$ cat config.mk
export PLATFORM = sky130hd
export DESIGN_NAME = tricolor_pixel_sorter
export DESIGN_NICKNAME = d
export VERILOG_FILES = /design/src/rtl/tricolor_pkg.sv /design/src/rtl/brightness_mode_fsm.sv /design/src/rtl/threshold_shift.sv /design/src/rtl/color_match.sv /design/src/rtl/tricolor_pixel_sorter.sv
export SDC_FILE = /design/constraint.sdc
export NUM_CORES = 1
export LEC_CHECK = 0
export BUFFER_PORTS_ARGS = -buffer_cell sky130_fd_sc_hd__buf_2
export CORE_ASPECT_RATIO = 0.5
export CORE_MARGIN = 5
export CORE_UTILIZATION = 60
export CTS_CLUSTER_DIAMETER = 100
export DETAILED_ROUTE_END_ITERATION = 7
export PLACE_DENSITY = 0.88
export REMOVE_ABC_BUFFERS = 1
export SETUP_SLACK_MARGIN = 0.3
export SYNTH_ARGS = -nofsm -noshare
export SYNTH_HDL_FRONTEND = slang
export SYNTH_SLANG_ARGS = --single-unit
export TNS_END_PERCENT = 50
$ cat constraint.sdc
create_clock -name clk -period 11.9 [get_ports clk]
set_input_delay 1.785 -clock clk [delete_from_list [all_inputs] [get_ports clk]]
set_output_delay 1.785 -clock clk [all_outputs]
set_load 0.02 [all_outputs]
$ cat src/rtl/tricolor_pkg.sv
package tricolor_pkg;

    // Brightness correction mode; the encoding is the correction select code.
    typedef enum logic [1:0] {
        CM_NONE    = 2'b00,
        CM_DARKEN  = 2'b01,
        CM_LIGHTEN = 2'b10,
        CM_SPARE   = 2'b11
    } corr_mode_e;

    // Flag word bit positions.
    localparam int FLAG_RED   = 0;
    localparam int FLAG_WHITE = 1;
    localparam int FLAG_BLACK = 2;
    localparam int NUM_FLAGS  = 3;

endpackage

$ cat src/rtl/brightness_mode_fsm.sv
module brightness_mode_fsm
    import tricolor_pkg::*;
#(
    parameter int PIX_W     = 8,
    parameter int DARK_LIM  = 125,
    parameter int LIGHT_LIM = 150
) (
    input  logic             clk,
    input  logic             rst_n,
    input  logic             frame_start,
    input  logic [PIX_W-1:0] avg_in,
    output corr_mode_e       mode,
    output logic [PIX_W-1:0] corr
);

    localparam logic [PIX_W-1:0] DARK_L  = PIX_W'(DARK_LIM);
    localparam logic [PIX_W-1:0] LIGHT_L = PIX_W'(LIGHT_LIM);

    corr_mode_e       state_q, state_d;
    logic [PIX_W-1:0] avg_q;

    // State register and stored mean
    always_ff @(posedge clk) begin
        if (!rst_n) begin
            state_q <= CM_NONE;
            avg_q   <= '0;
        end else begin
            state_q <= state_d;
            if (frame_start) begin
                avg_q <= avg_in;
            end
        end
    end

    // Transitions: darken / lighten / neutral, evaluated only on frame_start
    always_comb begin
        state_d = state_q;
        if (frame_start) begin
            if (avg_in < DARK_L) begin
                state_d = CM_DARKEN;
            end else if (avg_in > LIGHT_L) begin
                state_d = CM_LIGHTEN;
            end else begin
                state_d = CM_NONE;
            end
        end
    end

    // Outputs: correction select multiplexer
    always_comb begin
        corr = '0;
        unique case (state_q)
            CM_NONE:    corr = '0;
            CM_DARKEN:  corr = DARK_L - avg_q;
            CM_LIGHTEN: corr = avg_q - LIGHT_L;
            CM_SPARE:   corr = '0;
        endcase
    end

    assign mode = state_q;

    // the mode only moves on a frame boundary
    p_mode_hold_r4: assert property (@(posedge clk) disable iff (!rst_n)
        !frame_start |=> $stable(state_q) && $stable(avg_q));

    // a dark mean selects darken on the next cycle
    p_dark_pick_r4: assert property (@(posedge clk) disable iff (!rst_n)
        (frame_start && avg_in < DARK_L) |=> state_q == CM_DARKEN);

    // a mean inside the band selects no correction
    p_band_pick_r4: assert property (@(posedge clk) disable iff (!rst_n)
        (frame_start && avg_in >= DARK_L && avg_in <= LIGHT_L) |=> state_q == CM_NONE);

    // the spare code is never entered
    p_no_spare_r4: assert property (@(posedge clk) disable iff (!rst_n)
        state_q != CM_SPARE);

endmodule

$ cat src/rtl/threshold_shift.sv
module threshold_shift
    import tricolor_pkg::*;
#(
    parameter int PIX_W      = 8,
    parameter int RED_BASE   = 77,
    parameter int WHITE_BASE = 108,
    parameter int BLACK_BASE = 122
) (
    input  logic             clk,
    input  logic             rst_n,
    input  corr_mode_e       mode,
    input  logic [PIX_W-1:0] corr,
    output logic [PIX_W-1:0] thr_red,
    output logic [PIX_W-1:0] thr_white,
    output logic [PIX_W-1:0] thr_black
);

    localparam int SUM_W   = PIX_W + 2;
    localparam int PIX_MAX = (1 << PIX_W) - 1;

    logic [PIX_W-1:0] base_arr [NUM_FLAGS];
    logic [PIX_W-1:0] thr_arr  [NUM_FLAGS];

    assign base_arr[FLAG_RED]   = PIX_W'(RED_BASE);
    assign base_arr[FLAG_WHITE] = PIX_W'(WHITE_BASE);
    assign base_arr[FLAG_BLACK] = PIX_W'(BLACK_BASE);

    for (genvar i = 0; i < NUM_FLAGS; i++) begin : g_thr
        logic signed [SUM_W-1:0] sum;
        always_comb begin
            sum = $signed({2'b00, base_arr[i]});
            unique case (mode)
                CM_LIGHTEN: sum = $signed({2'b00, base_arr[i]}) + $signed({2'b00, corr});
                CM_DARKEN:  sum = $signed({2'b00, base_arr[i]}) - $signed({2'b00, corr});
                CM_NONE:    sum = $signed({2'b00, base_arr[i]});
                CM_SPARE:   sum = $signed({2'b00, base_arr[i]});
            endcase
            if (sum < 0) begin
                thr_arr[i] = '0;
            end else if (sum > SUM_W'(PIX_MAX)) begin
                thr_arr[i] = PIX_W'(PIX_MAX);
            end else begin
                thr_arr[i] = sum[PIX_W-1:0];
            end
        end
    end

    assign thr_red   = thr_arr[FLAG_RED];
    assign thr_white = thr_arr[FLAG_WHITE];
    assign thr_black = thr_arr[FLAG_BLACK];

    // darkening never raises a threshold
    p_dark_lower_r5: assert property (@(posedge clk) disable iff (!rst_n)
        mode == CM_DARKEN |-> thr_red <= PIX_W'(RED_BASE) && thr_black <= PIX_W'(BLACK_BASE));

    // lightening never lowers a threshold
    p_light_raise_r6: assert property (@(posedge clk) disable iff (!rst_n)
        mode == CM_LIGHTEN |-> thr_white >= PIX_W'(WHITE_BASE) && thr_red >= PIX_W'(RED_BASE));

endmodule

$ cat src/rtl/color_match.sv
module color_match
    import tricolor_pkg::*;
#(
    parameter int PIX_W      = 8,
    parameter int RED_MARGIN = 17
) (
    input  logic [PIX_W-1:0]     r,
    input  logic [PIX_W-1:0]     g,
    input  logic [PIX_W-1:0]     b,
    input  logic [PIX_W-1:0]     thr_red,
    input  logic [PIX_W-1:0]     thr_white,
    input  logic [PIX_W-1:0]     thr_black,
    output logic [NUM_FLAGS-1:0] hit
);

    localparam logic [PIX_W:0] MARGIN = (PIX_W + 1)'(RED_MARGIN);

    logic [PIX_W:0] g_plus, b_plus;

    always_comb begin
        g_plus = {1'b0, g} + MARGIN;
        b_plus = {1'b0, b} + MARGIN;
        hit = '0;
        hit[FLAG_RED]   = (r > thr_red) && ({1'b0, r} > g_plus) && ({1'b0, r} > b_plus);
        hit[FLAG_WHITE] = (r > thr_white) && (g > thr_white) && (b > thr_white);
        hit[FLAG_BLACK] = (r < thr_black) && (g < thr_black) && (b < thr_black);
    end

endmodule

$ cat src/rtl/tricolor_pixel_sorter.sv
module tricolor_pixel_sorter
    import tricolor_pkg::*;
#(
    parameter int PIX_W      = 8,
    parameter int RED_BASE   = 77,
    parameter int WHITE_BASE = 108,
    parameter int BLACK_BASE = 122,
    parameter int RED_MARGIN = 17,
    parameter int DARK_LIM   = 125,
    parameter int LIGHT_LIM  = 150
) (
    input  logic             clk,
    input  logic             rst_n,
    input  logic             frame_start,
    input  logic [PIX_W-1:0] avg_in,
    input  logic             pix_valid,
    input  logic [PIX_W-1:0] pix_r,
    input  logic [PIX_W-1:0] pix_g,
    input  logic [PIX_W-1:0] pix_b,
    output logic             flags_valid,
    output logic [2:0]       flags
);

    corr_mode_e           mode;
    logic [PIX_W-1:0]     corr;
    logic [PIX_W-1:0]     thr_red, thr_white, thr_black;
    logic [NUM_FLAGS-1:0] hit;

    brightness_mode_fsm #(
        .PIX_W     (PIX_W),
        .DARK_LIM  (DARK_LIM),
        .LIGHT_LIM (LIGHT_LIM)
    ) u_mode (
        .clk         (clk),
        .rst_n       (rst_n),
        .frame_start (frame_start),
        .avg_in      (avg_in),
        .mode        (mode),
        .corr        (corr)
    );

    threshold_shift #(
        .PIX_W      (PIX_W),
        .RED_BASE   (RED_BASE),
        .WHITE_BASE (WHITE_BASE),
        .BLACK_BASE (BLACK_BASE)
    ) u_thr (
        .clk       (clk),
        .rst_n     (rst_n),
        .mode      (mode),
        .corr      (corr),
        .thr_red   (thr_red),
        .thr_white (thr_white),
        .thr_black (thr_black)
    );

    color_match #(
        .PIX_W      (PIX_W),
        .RED_MARGIN (RED_MARGIN)
    ) u_match (
        .r         (pix_r),
        .g         (pix_g),
        .b         (pix_b),
        .thr_red   (thr_red),
        .thr_white (thr_white),
        .thr_black (thr_black),
        .hit       (hit)
    );

    // Output register: one cycle of latency
    always_ff @(posedge clk) begin
        if (!rst_n) begin
            flags_valid <= 1'b0;
            flags       <= '0;
        end else begin
            flags_valid <= pix_valid;
            flags       <= pix_valid ? hit : '0;
        end
    end

    // valid tracks the input valid one cycle later
    p_valid_follow_r7: assert property (@(posedge clk) disable iff (!rst_n)
        pix_valid |=> flags_valid);

    // an idle cycle yields an empty, invalid result
    p_idle_empty_r7: assert property (@(posedge clk) disable iff (!rst_n)
        !pix_valid |=> !flags_valid && flags == 3'b000);

    // a pixel bright enough to be whitish at base level cannot be blackish in lighten mode unless both thresholds straddle it
    p_black_white_order_r3: assert property (@(posedge clk) disable iff (!rst_n)
        (flags_valid && flags[FLAG_WHITE] && flags[FLAG_BLACK]) |-> $past(thr_white) < $past(thr_black));

endmodule

; Yosys cells after proc, flatten, opt, wreduce, memory -nomap -nowiden
; Cells that the tools add are included.
[op_classes]
addsub = 10
magnitude_cmp = 17
n_eq_ne = 3
muxes = 12
reduce_logical = 9
[op_table]
columns = op, count
row1 = 10-bit case mux with 3 select lines, 3
row2 = 8-bit 2-to-1 mux, 6
row3 = 8-bit greater-than comparator, 4
row4 = "10-bit by 9-bit greater-than comparator with 1-bit output, second input constant", 3
row5 = "10-bit by 1-bit less-than comparator with 1-bit output, second input constant", 3
row6 = "7-bit by 8-bit adder with 9-bit output, first input constant", 3
row7 = "7-bit by 8-bit subtractor with 9-bit output, first input constant", 3
row8 = 8-bit less-than comparator, 3
row9 = 8-bit case mux with 3 select lines, 1
row10 = "8-bit by 5-bit adder with 9-bit output, second input constant", 2
row11 = 8-bit by 9-bit greater-than comparator with 1-bit output, 2
row12 = "8-bit greater-than comparator, second input constant", 1
row13 = "8-bit by 7-bit less-than comparator with 1-bit output, second input constant", 1
row14 = "7-bit by 8-bit subtractor with 8-bit output, first input constant", 1
row15 = "8-bit subtractor, second input constant", 1
row16 = 1-bit logical AND, 6
row17 = "2-bit equality test, second input constant", 2
row18 = 2-bit 2-to-1 mux, 2
row19 = "2-bit by 1-bit equality test with 1-bit output, second input constant", 1
row20 = 2-bit logical NOT, 1
row21 = 2-bit AND reduction, 1
row22 = 2-bit OR reduction, 1
[totals]
register_bits = 14
in_bits = 36
out_inout_bits = 4
wordCells = 55

; Logic depth before layout (Yosys ltp)
[logic_depth]
ltp_word = 11
depth_mapped = 21
depth_no_buf = 19

; Modules after synthesis
; Synthesis repeated with hierarchy kept, for this count alone.
[unflattened]
cells_unflattened = 506
area_unflattened_um2 = 3767.4
[modules_own_cells]
columns = module, instances, cells_each, area_each_um2, seq_area_each_um2
row1 = color_match, 1, 228, 1766.7, 0.0
row2 = threshold_shift, 1, 183, 1189.9, 0.0
row3 = brightness_mode_fsm, 1, 87, 704.4, 200.2
row4 = tricolor_pixel_sorter, 1, 8, 106.4, 80.1

; Worst setup path before layout
; Ideal clock, no wire load.
[synth_timing]
path_kind = reg-to-reg
startpoint = register u_mode.state_q[1], in the netlist u_mode.mode[1]
endpoint = register flags[1]
setup_time_ns = 0.116
arrival_time_ns = 4.270
required_time_ns = 11.784
slack_ns = 7.514
stages_incl_launch_ff = 21
n_path_buf = 2
period_less_slack_ns = 4.386
path_cell_list = dfxtp_1 inv_1 ha_1 buf_4 buf_2 mux2i_1 inv_1 ha_1 a21boi_0 nor4_1 nor4_1 o21ai_1 o21ai_0 ha_1 nor2b_1 o21a_1 o21a_1 o21a_1 o21ai_0 a21oi_1 o211a_1
[synth_via]
elab_chain_cells = 11
elab_cells_between_ends = 18
cone_classes = add/sub: 2 / order compare: 5 / eq/ne: 3 / mux: 4 / reduce/logical: 4
[synth_lines]
columns = element, line_no
row1 = from (decl), brightness_mode_fsm.sv:19  ; corr_mode_e state_q, state_d;
row2 = from (signal assigned), brightness_mode_fsm.sv:28  ; state_q <= state_d;
row3 = 2-bit equality test or 2-bit logical NOT (tied branches), "brightness_mode_fsm.sv:52, threshold_shift.sv:32"
row4 = 2-bit OR reduction (no source line), n/a
row5 = 8-bit case mux with 3 select lines, brightness_mode_fsm.sv:52  ; unique case (state_q)
row6 = 7-bit by 8-bit subtractor with 9-bit output or 7-bit by 8-bit adder with 9-bit output (tied branches), "threshold_shift.sv:34, threshold_shift.sv:33"
row7 = 10-bit case mux with 3 select lines *, threshold_shift.sv:32  ; unique case (mode)
row8 = 10-bit by 9-bit greater-than comparator with 1-bit output, threshold_shift.sv:40  ; end else if (sum > SUM_W'(PIX_MAX)) begin
row9 = 8-bit 2-to-1 mux, threshold_shift.sv:40
row10 = 8-bit 2-to-1 mux *, threshold_shift.sv:38  ; if (sum < 0) begin
row11 = 8-bit greater-than comparator, color_match.sv:25  ; hit[FLAG_WHITE] = (r > thr_white) && (g > thr_white) && (b > thr_white);
row12 = 1-bit logical AND, color_match.sv:25
row13 = 1-bit logical AND *, color_match.sv:25
row14 = to (signal assigned), tricolor_pixel_sorter.sv:77  ; flags <= pix_valid ? hit : '0;
row15 = to (decl), tricolor_pixel_sorter.sv:21  ; output logic [2:0] flags
; Mark *: on every way between the ends. The rest lies on a longest branch, timed or not.
; A chain may end at the register's enable or synchronous reset.

; Worst setup path in the final report
; Same ends and word-level chain as after synthesis.

==> impl_metrics.ini <==
[critical_path]
worstPathCellList = inv_1, ha_1, buf_4, nor2b_1, mux2i_1, inv_1, ha_1, a21boi_0, nor4_1, nor4_1, o21ai_1, o21ai_0, ha_1, nor2b_1, o21a_1, o21a_1, o21a_1, o21ai_0, a21oi_1, o211a_1
regToRegSetupSlack_ps = 6500
cp_max_fo = 33
critical_path_class = reg2reg
cp.arrival_ps = 5540
slowest_delay_ps = 740
worstPathRequired_ps = 12050
r2r_start = u_mode.mode[1]$_SDFFE_PN0P_
rr_endpoint = flags[1]$_SDFF_PN0_
cp-startpoint = u_mode.mode[1]$_SDFFE_PN0P_
endpoint_kind = register
slowest_stage = mux2i_1
cp-start-kind = register
reg2reg_depth = 20

[logic_synthesis]
synth-edff-count = 0
ys_types = 72
yosysSeqAreaShare_pct = 7.22
syn_area_per_cell_um2 = 8.05
synth_area_um2 = 3880
synth_cells = 482
synthArstFlopShare_pct = 0
yosysWarningCount = 0
ys_seq_elements = 14
synth_ff_type = dfxtp_1

[clocking]
cts.clk_slew.worst_paths_ps = 50
hold_buffers = 0
clock-sinks = 14
clk_path_buf_depth = 2
cts-root-buf = clkbuf_16
ctsHtreeMaxLevel = 1
cts_tree = done
cts_resized = 0
cts_buffers = 3
clk_latency_ps = 260
cts_setup_buffers = 0

[min_path]
hold_depth = 2
hp-class = reg2reg
holdCritStartpoint = u_mode.mode[0]$_SDFFE_PN0P_
worstHoldEndpoint = u_mode.mode[0]$_SDFFE_PN0P_

[grt]
grt_max_degree = 34
track_usage_pct = 27.3
grt_pass1_vias = 3699
grt_overflow = 0
antenna_found_initial = 0
grt_pass1_wl_um = 17800

[pwr]
ir_drop_mv = 0.0492
pwr_density_cell_nw_per_um2 = 75.7
power.leakage_nw = 1.84

[placement]
hpwl_um = 8500
dp_slack_ps = 6730
place_area_um2 = 4110
gp_congestion = 0.979
io_buffers = 39
dp.cells = 594

[timing]
fmax_ghz = 0.185
worst_pin_slew_ps = 889
setup-tns-final_ps = 0
finalCritPeriodShare_pct = 45.3
layout_setup_ws_ps = 6500
slew_viol_final = 0
max-slew-margin-rel_pct = 39.0
rsz0062_at_grt = false
min_period_ps = 5400
final_hold_viol_count = 0
setup_viol = 0
skew_ps = 5.05

[drt]
drt_iter0_markers = 421
ant_nets = 0
vias_per_cell = 6.59
drc_errors = 0
wl_per_cell_um = 18.5
routed_wl_um = 11000
via_count = 3938
drtPass1Iterations = 5

[cells_and_area]
fin_nets = 635
drive_gt1_share_pct = 13.7
fillCellCount = 537
diodes = 0
syn2layout_area_growth_pct = 8.09
final_area_um2 = 4200
area.sequential_um2 = 280
fin_cells = 598
multi_input_area_um2 = 3440

[floorplan]
initial_core_util_pct = 62.8
die_w_um = 124
die_h_um = 66.9
pin_count = 40
dieArea_um2 = 8280
rows = 20
core_area_um2 = 6180

[run]
cap_violations = 0

[status]
status = complete, no violations
==> power breakdown <==
| group | leakage [nW] | internal [mW] | total (mW) | switching (mW) |
|---|---|---|---|---|
| clock | 0.0442 | 0.0513 | 0.0775 | 0.0262 |
| sequential | 0.115 | 0.0494 | 0.0533 | 0.00390 |
| combinational | 1.68 | 0.0768 | 0.187 | 0.110 |
==> synth_stat cells, drive strengths merged, types with 3 or more instances <==
master / instances / share of area (%)
a2111oi: 3 / 0.71
a211oi: 8 / 1.7
a21boi: 4 / 0.77
a21oi: 36 / 5.0
a22oi: 3 / 0.93
a31oi: 9 / 2.0
a41o: 3 / 0.77
and3: 8 / 1.3
buf: 11 / 1.8
clkbuf: 5 / 0.48
dfxtp: 14 / 7.2
ha: 88 / 28
inv: 21 / 2.0
mux2i: 11 / 2.8
nand2: 25 / 2.5
nand2b: 5 / 0.81
nand3: 13 / 1.7
nand4: 12 / 1.9
nor2: 24 / 2.4
nor2b: 18 / 2.9
nor3: 7 / 1.3
nor4: 8 / 2.0
o211ai: 5 / 0.97
o21a: 27 / 5.2
o21ai: 38 / 4.9
o221ai: 3 / 0.68
o22ai: 7 / 1.1
o311ai: 4 / 1.1
xnor2: 18 / 4.1
xor2: 18 / 4.1
==> per-stage QoR <==
step                util (%)  total power [mW]  hold WS (ps)
floorplan                  -             0.186           512
global placement        66.5             0.231           533
detailed placement      66.5             0.236           570
CTS                     67.9             0.313           579
global route            67.9             0.342           614
finish                  67.9             0.318           570
==> cell type report <==
cell class                 count  share of cell area (%)
inverter                      21                    1.88
timing repair buffer          40                    4.83
sequential                    14                    6.68
multi-input combinational    431                    81.9
tap                           88                    2.62
clock buffer                   4                    2.12
==> sequential cells by signal, summed over array words and instances (netlist names) <==
signal	cells
u_mode.avg_q	8
flags_valid	1
flags	3
u_mode.mode	2
==> worst max-delay path, delay by kind of cell, from the launching register on <==
| family | cells | cell delay [ps] |
|---|---|---|
| mux | 1 | 740 |
| buf+inv | 3 | 690 |
| compound gates | 9 | 1730 |
| flops | 1 | 320 |
| simple gates | 4 | 1000 |
| fa+ha+maj | 3 | 790 |
==> routing by layer <==
layer  track usage, %  vias to the layer above  part of all wire (%)
met2             45.6                      205                    42
li1                 -                     1901                     -
met4             8.14                        0                   2.9
met5                0                        -                     0
met3             5.51                       43                   9.6
met1             35.5                     1789                    45
==> cell usage in the layout, fill, tap and decap left out, types with 3 or more instances in the layout <==
master / synthesis / final
nand2b_1: 5 / 5
a21oi_1: 32 / 32
nand3_1: 13 / 13
xor2_1: 18 / 18
inv_1: 20 / 20
a211oi_1: 7 / 7
o211ai_1: 5 / 5
o21a_1: 27 / 27
a31oi_1: 7 / 7
nor2b_1: 18 / 18
nand4_1: 12 / 12
mux2i_1: 11 / 11
nor2_1: 22 / 22
o221ai_1: 3 / 3
clkbuf_16: 0 / 3
dfxtp_1: 14 / 14
ha_1: 88 / 88
o22ai_1: 7 / 7
o21ai_0: 31 / 31
nor3_1: 5 / 5
buf_2: 4 / 39
o21ai_1: 7 / 7
and3_1: 8 / 8
a21oi_2: 4 / 4
xnor2_1: 18 / 18
nand2_1: 24 / 24
a41o_1: 3 / 3
nor4_1: 5 / 5
==> how the worst max path moves through the flow <==
| stage | end | cells past startpoint |
|---|---|---|
| final | flags[1]$_SDFF_PN0_ | 20 |
| after global routing | flags[1]$_SDFF_PN0_ | 20 |
| after CTS | flags[1]$_SDFF_PN0_ | 20 |
| after detailed placement | flags[1]$_SDFF_PN0_ | 20 |
| after global placement | flags[1]$_SDFF_PN0_ | 20 |
| after floorplan | flags[1]$_SDFF_PN0_ | 19 |
==> logic make-up after synthesis <==
family                     share of synthesized area, %
AOI/OAI and AO/OA                                  29.6
and+or+nand+nor                                    19.5
adders and majority gates                          28.4
buffers and inverters                              4.29
xor gates and xnor gates                           8.12
DFF                                                7.22
muxes                                              2.84
(Power assumes the default switching activity.)
